## src/rtl/bsel_pkg.sv

```systemverilog
package bsel_pkg;
    typedef enum logic {
        BUS_A = 1'b0,
        BUS_B = 1'b1
    } bus_e;

    typedef enum logic {
        ST_IDLE = 1'b0,
        ST_BUSY = 1'b1
    } xfer_st_e;
endpackage

```

## src/rtl/bus_pick_xor.sv

```systemverilog
module bus_pick_xor #(
    parameter int ADDR_W = 5,
    localparam int NUM_RT = 1 << ADDR_W
) (
    input  logic [NUM_RT-1:0] swap_vec,
    input  logic [ADDR_W-1:0] addr,
    input  logic              sel,
    output logic              pick
);
    // the swap bit flips the meaning of the descriptor bit
    always_comb pick = swap_vec[addr] ^ sel;
endmodule

```

## src/rtl/swap_bank.sv

```systemverilog
module swap_bank #(
    parameter int ADDR_W = 5,
    localparam int NUM_RT = 1 << ADDR_W
) (
    input  logic              clk,
    input  logic              rst_n,
    input  logic              sw_we,
    input  logic [NUM_RT-1:0] sw_wdata,
    input  logic              hw_we,
    input  logic [ADDR_W-1:0] hw_idx,
    input  logic              hw_val,
    output logic [NUM_RT-1:0] swap_q
);
    for (genvar g = 0; g < NUM_RT; g++) begin : g_bit
        always_ff @(posedge clk or negedge rst_n) begin
            if (!rst_n)
                swap_q[g] <= 1'b0;
            else if (hw_we && hw_idx == ADDR_W'(g))
                swap_q[g] <= hw_val;     // hardware wins on collision
            else if (sw_we)
                swap_q[g] <= sw_wdata[g];
        end
    end

    p_hw_wins_r10: assert property (@(posedge clk) disable iff (!rst_n)
        hw_we |=> swap_q[$past(hw_idx)] == $past(hw_val));

    p_sw_load_r9: assert property (@(posedge clk) disable iff (!rst_n)
        (sw_we && !hw_we) |=> swap_q == $past(sw_wdata));

    p_hold_r8: assert property (@(posedge clk) disable iff (!rst_n)
        (!sw_we && !hw_we) |=> $stable(swap_q));
endmodule

```

## src/rtl/bus_xfer_fsm.sv

```systemverilog
module bus_xfer_fsm
    import bsel_pkg::*;
#(
    parameter int ADDR_W = 5
) (
    input  logic              clk,
    input  logic              rst_n,
    input  logic              start,
    input  logic              done,
    input  logic              ok,
    input  logic              pick,
    input  logic [ADDR_W-1:0] addr,
    input  logic              store_en,
    output logic              act_bus,
    output logic              upd_we,
    output logic [ADDR_W-1:0] upd_idx,
    output logic              upd_val
);
    xfer_st_e          state_q, state_d;
    bus_e              bus_q;
    logic [ADDR_W-1:0] idx_q;
    logic              store_q;

    always_comb begin
        state_d = state_q;
        unique case (state_q)
            ST_IDLE: if (start) state_d = ST_BUSY;
            ST_BUSY: if (done)  state_d = ST_IDLE;
        endcase
    end

    // state register and capture of the transfer context
    always_ff @(posedge clk or negedge rst_n) begin
        if (!rst_n) begin
            state_q <= ST_IDLE;
            bus_q   <= BUS_A;
            idx_q   <= '0;
            store_q <= 1'b0;
        end else begin
            state_q <= state_d;
            if (state_q == ST_IDLE && start) begin
                bus_q   <= bus_e'(pick);
                idx_q   <= addr;
                store_q <= store_en;
            end
        end
    end

    // outputs
    always_comb begin
        act_bus = bus_q;
        upd_idx = idx_q;
        upd_we  = 1'b0;
        upd_val = 1'b0;
        unique case (state_q)
            ST_IDLE: upd_we = 1'b0;
            ST_BUSY: begin
                upd_we  = done && store_q;
                upd_val = ok ? bus_q : ~bus_q;
            end
        endcase
    end

    p_start_capture_r4: assert property (@(posedge clk) disable iff (!rst_n)
        (state_q == ST_IDLE && start) |=> (state_q == ST_BUSY && act_bus == $past(pick)));

    p_busy_hold_r5: assert property (@(posedge clk) disable iff (!rst_n)
        (state_q == ST_BUSY && !done) |=> ($stable(act_bus) && $stable(upd_idx)));

    p_idle_no_update_r8: assert property (@(posedge clk) disable iff (!rst_n)
        (state_q == ST_IDLE) |-> !upd_we);
endmodule

```

## src/rtl/redundant_bus_sel.sv

```systemverilog
module redundant_bus_sel #(
    parameter int ADDR_W = 5,
    localparam int NUM_RT = 1 << ADDR_W
) (
    input  logic              clk,
    input  logic              rst_n,
    input  logic [ADDR_W-1:0] rt_addr,
    input  logic              sel_bit,
    input  logic              store_en,
    input  logic              xfer_start,
    input  logic              xfer_done,
    input  logic              xfer_ok,
    input  logic              sw_we,
    input  logic [NUM_RT-1:0] sw_wdata,
    output logic [NUM_RT-1:0] sw_rdata,
    output logic              bus_pick,
    output logic              active_bus
);
    logic              upd_we;
    logic [ADDR_W-1:0] upd_idx;
    logic              upd_val;
    logic [NUM_RT-1:0] swap_q;

    bus_pick_xor #(.ADDR_W(ADDR_W)) u_pick (
        .swap_vec (swap_q),
        .addr     (rt_addr),
        .sel      (sel_bit),
        .pick     (bus_pick)
    );

    bus_xfer_fsm #(.ADDR_W(ADDR_W)) u_fsm (
        .clk      (clk),
        .rst_n    (rst_n),
        .start    (xfer_start),
        .done     (xfer_done),
        .ok       (xfer_ok),
        .pick     (bus_pick),
        .addr     (rt_addr),
        .store_en (store_en),
        .act_bus  (active_bus),
        .upd_we   (upd_we),
        .upd_idx  (upd_idx),
        .upd_val  (upd_val)
    );

    swap_bank #(.ADDR_W(ADDR_W)) u_swap (
        .clk      (clk),
        .rst_n    (rst_n),
        .sw_we    (sw_we),
        .sw_wdata (sw_wdata),
        .hw_we    (upd_we),
        .hw_idx   (upd_idx),
        .hw_val   (upd_val),
        .swap_q   (swap_q)
    );

    assign sw_rdata = swap_q;

    p_reset_idle_r1: assert property (@(posedge clk)
        !rst_n |-> (sw_rdata == '0 && active_bus == 1'b0));
endmodule

```

## config.mk

```make
export PLATFORM = sky130hd
export DESIGN_NAME = redundant_bus_sel
export DESIGN_NICKNAME = d
export VERILOG_FILES = /design/src/rtl/bsel_pkg.sv /design/src/rtl/bus_pick_xor.sv /design/src/rtl/swap_bank.sv /design/src/rtl/bus_xfer_fsm.sv /design/src/rtl/redundant_bus_sel.sv
export SDC_FILE = /design/constraint.sdc
export NUM_CORES = 1
export LEC_CHECK = 0
export ABC_AREA = 1
export BUFFER_PORTS_ARGS = -buffer_cell sky130_fd_sc_hd__clkbuf_2
export CAP_MARGIN = 20
export CORE_MARGIN = 2
export CORE_UTILIZATION = 56
export CTS_CLUSTER_DIAMETER = 30
export DETAILED_ROUTE_END_ITERATION = 7
export PLACE_DENSITY_LB_ADDON = 0.15
export SYNTH_ARGS = -nofsm -noshare
export SYNTH_HDL_FRONTEND = slang
export SYNTH_HIERARCHICAL = 1
export SYNTH_SLANG_ARGS = --single-unit
```

## constraint.sdc

```tcl
create_clock -name clk -period 2.2 [get_ports clk]
set_input_delay 0.44 -clock clk [delete_from_list [all_inputs] [get_ports clk]]
set_output_delay 0.44 -clock clk [all_outputs]
set_load 0.1 [all_outputs]
```

==> flow_summary.json <==
{
  "status": "finished clean",
  "cts.sinks": 40,
  "numCtsBuffers": 5,
  "gp_congestion": 0.967,
  "synth_edf_count": 0,
  "crit_top_cell": "nand2_1",
  "slowest_stage": "clkbuf_2",
  "setup_tns_ps": 0,
  "r2r-end": "u_swap/swap_q[21]",
  "drtIter0Drc": 307,
  "worstPathCellList": "clkbuf_2 -> inv_2 -> nand3_1 -> nand3_1 -> nand2_1 -> nand2_1 -> nand3_2 -> nand2_1 -> nand2_1 -> nand2_2 -> buf_12",
  "synth_fa_ha_area_frac": 0,
  "synth_cell_types": 21,
  "clk_latency_ps": 290,
  "grt_max_degree": 39,
  "synth-seq-cells": 40,
  "wl_per_cell_um": 14.3,
  "overflow": 0,
  "postLayoutCellArea_um2": 3340,
  "power_leakage_nw": 1.80,
  "use_met1": 0.419,
  "grt_util_met3": 0.0535,
  "die_w_um": 73.9,
  "r2r_start": "u_fsm/act_bus",
  "synth_area_leaders": "dfrtp_1 37%, nand2_1 18%, nand3_1 17%, nor2_1 7.4%, inv_1 6.2%",
  "antenna_found_initial": 0,
  "num_rows": 25,
  "synthCells": 431,
  "synthSimpleGateAreaFrac": 0.457,
  "synth.top_cell.area_share": 0.366,
  "arrival_ps": 1630,
  "rsz0062_at_grt": "false",
  "finalMaxSlewViolations": 0,
  "place_inst": 566,
  "max_freq_ghz": 0.484,
  "crit_type": "input pin to output port",
  "gr-usage-met2": 0.515,
  "slew_headroom": 0.621,
  "final.fill_count": 417,
  "async_reset_ff_frac": 1.00,
  "syn2layout_area_growth_pct": 22.3,
  "layout_commonest_cell": "nand2_1",
  "cts_tree": "built",
  "viasPerCell": 5.26,
  "post-place-ws_ps": 110,
  "fin_ws_ps": 135,
  "cp.required_ps": 1760,
  "place_area_um2": 3250,
  "grt_pass1_vias": 2662,
  "final_nets": 551,
  "drc_errors": 0,
  "synth_area_um2": 2730,
  "synth_xor_area_frac": 0,
  "yosysTopAreaCell": "dfrtp_1",
  "cts_max_path_buffers": 2,
  "postSynthAreaPerCell_um2": 6.34,
  "finalNonFillerCells": 574,
  "busiest_layer": "met2",
  "tightest_slew_ps": 568,
  "hpwl_um": 6190,
  "path_clk_slew_ps": 80,
  "cp_max_fo": 10,
  "ys_warn_count": 6,
  "num_vias": 3019,
  "root_buffer": "clkbuf_8",
  "htreeDepth": 2,
  "die_h_um": 73.9,
  "worst_hold_path_type": "input pin to async pin",
  "initial_utilization": 0.579,
  "ir_drop_uv": 445,
  "drtAntennaViolNets": 0,
  "wirelength_um": 8200,
  "fin_crit_ps": 2070,
  "syn-num-nets": 476,
  "grt_pass1_wl_um": 12800,
  "first_pass_iters": 5,
  "fin_crit_sh": 0.939,
  "dieArea_um2": 5450,
  "grt_util_all_layers": 0.314,
  "core_um2": 4720,
  "synthMuxAreaShare": 0,
  "cpPeakStageDelay_ps": 190,
  "finClkSkew_ps": 3.73,
  "finalSetupViolations": 0,
  "crit_path_start_kind": "input pin",
  "reg2reg_depth": 6,
  "final_hold_viol_count": 0,
  "layout-drive-gt1-share": 0.286,
  "boundaryPins": 79,
  "final_cell_mix": "127 x nand2_1, 92 x nand3_1, 76 x clkbuf_2",
  "p_per_area_nw_per_um2": 776,
  "ys_seq_area_frac": 0.366,
  "io_buffer_count": 78,
  "ys.flop_type": "dfrtp_1",
  "antenna_cells": 0,
  "reg2reg_slack_ps": 690,
  "hold_buffers": 0,
  "cap_violations": 0,
  "synth_compound_area_frac": 0.0604,
  "synth_top_family_by_area": "simple AND/OR/NAND/NOR gates",
  "worstSetupEndpointType": "output port"
}
[cell families after synthesis]
kind of cell / Yosys count
flip-flops: 40
buffers and inverters: 69
AND/OR/NAND/NOR: 289
AO/OA/AOI/OAI: 33
[cell type report]
| cell class | count | area [µm²] | share of cell area |
|---|---|---|---|
| repair buffers | 89 | 519 | 0.155 |
| flip-flops and latches | 40 | 1040 | 0.311 |
| inverters | 48 | 188 | 0.0562 |
| clock buffers | 8 | 90.1 | 0.0270 |
| multi-input cells | 322 | 1420 | 0.425 |
| well taps | 67 | 83.8 | 0.0251 |
[where the power goes]
group          switching [W]  total, W  leakage, nW  internal (W)
Combinational       0.000895   0.00114         1.33      0.000242
Sequential          0.000110  0.000939        0.427      0.000830
Clock               0.000260  0.000516       0.0455      0.000256
Total                0.00126   0.00259         1.80       0.00133
[layer usage]
metal  up-vias  wire, µm
li1       1518         -
met1      1347      3550
met2       139      3880
met3        15       618
met4         0       157
met5         -         0
[what timing repair did]
action,in CTS,in global routing
resized for setup,0,3
setup buffers,0,0
endpoints found under the setup margin,0,1
[synthesized netlist by cell type (3+ instances only)]
master	count
a21oi_1	32
buf_2	9
clkbuf_1	6
dfrtp_1	40
inv_1	45
nand2_1	128
nand2_2	7
nand3_1	92
nor2_1	54
nor2_2	3
[how the worst max path moves through the flow]
stage	depth (start not counted)	endpoint	slack, ps	from
finish	11	bus_pick	130	rt_addr[1]
global route	11	bus_pick	10	rt_addr[1]
CTS	11	bus_pick	100	rt_addr[0]
detailed placement	11	bus_pick	110	rt_addr[0]
global placement	11	bus_pick	130	rt_addr[0]
floorplan	8	bus_pick	180	u_swap/swap_q[13]
[state kept, by name (all words and copies together), names as in the netlist]
signal	cells
u_fsm/upd_idx	5
u_swap/swap_q	32
u_fsm/store_q	1
u_fsm/state_q	1
u_fsm/act_bus	1
[worst max-delay path, delay by kind of cell]
family                 cells  cell delay [ps]
AND/OR/NAND/NOR            8              640
buffers and inverters      3              560
[through the flow]
| step | util | total power (W) | hold slack (ps) |
|---|---|---|---|
| floorplan | - | 0.00177 | 144 |
| CTS | 0.706 | 0.00259 | 125 |
| global route | 0.708 | 0.00271 | 161 |
| global placement | 0.687 | 0.00207 | 439 |
| finish | 0.708 | 0.00259 | 122 |
| detailed placement | 0.687 | 0.00207 | 445 |
Note: power is estimated with default switching activity, not from simulation.
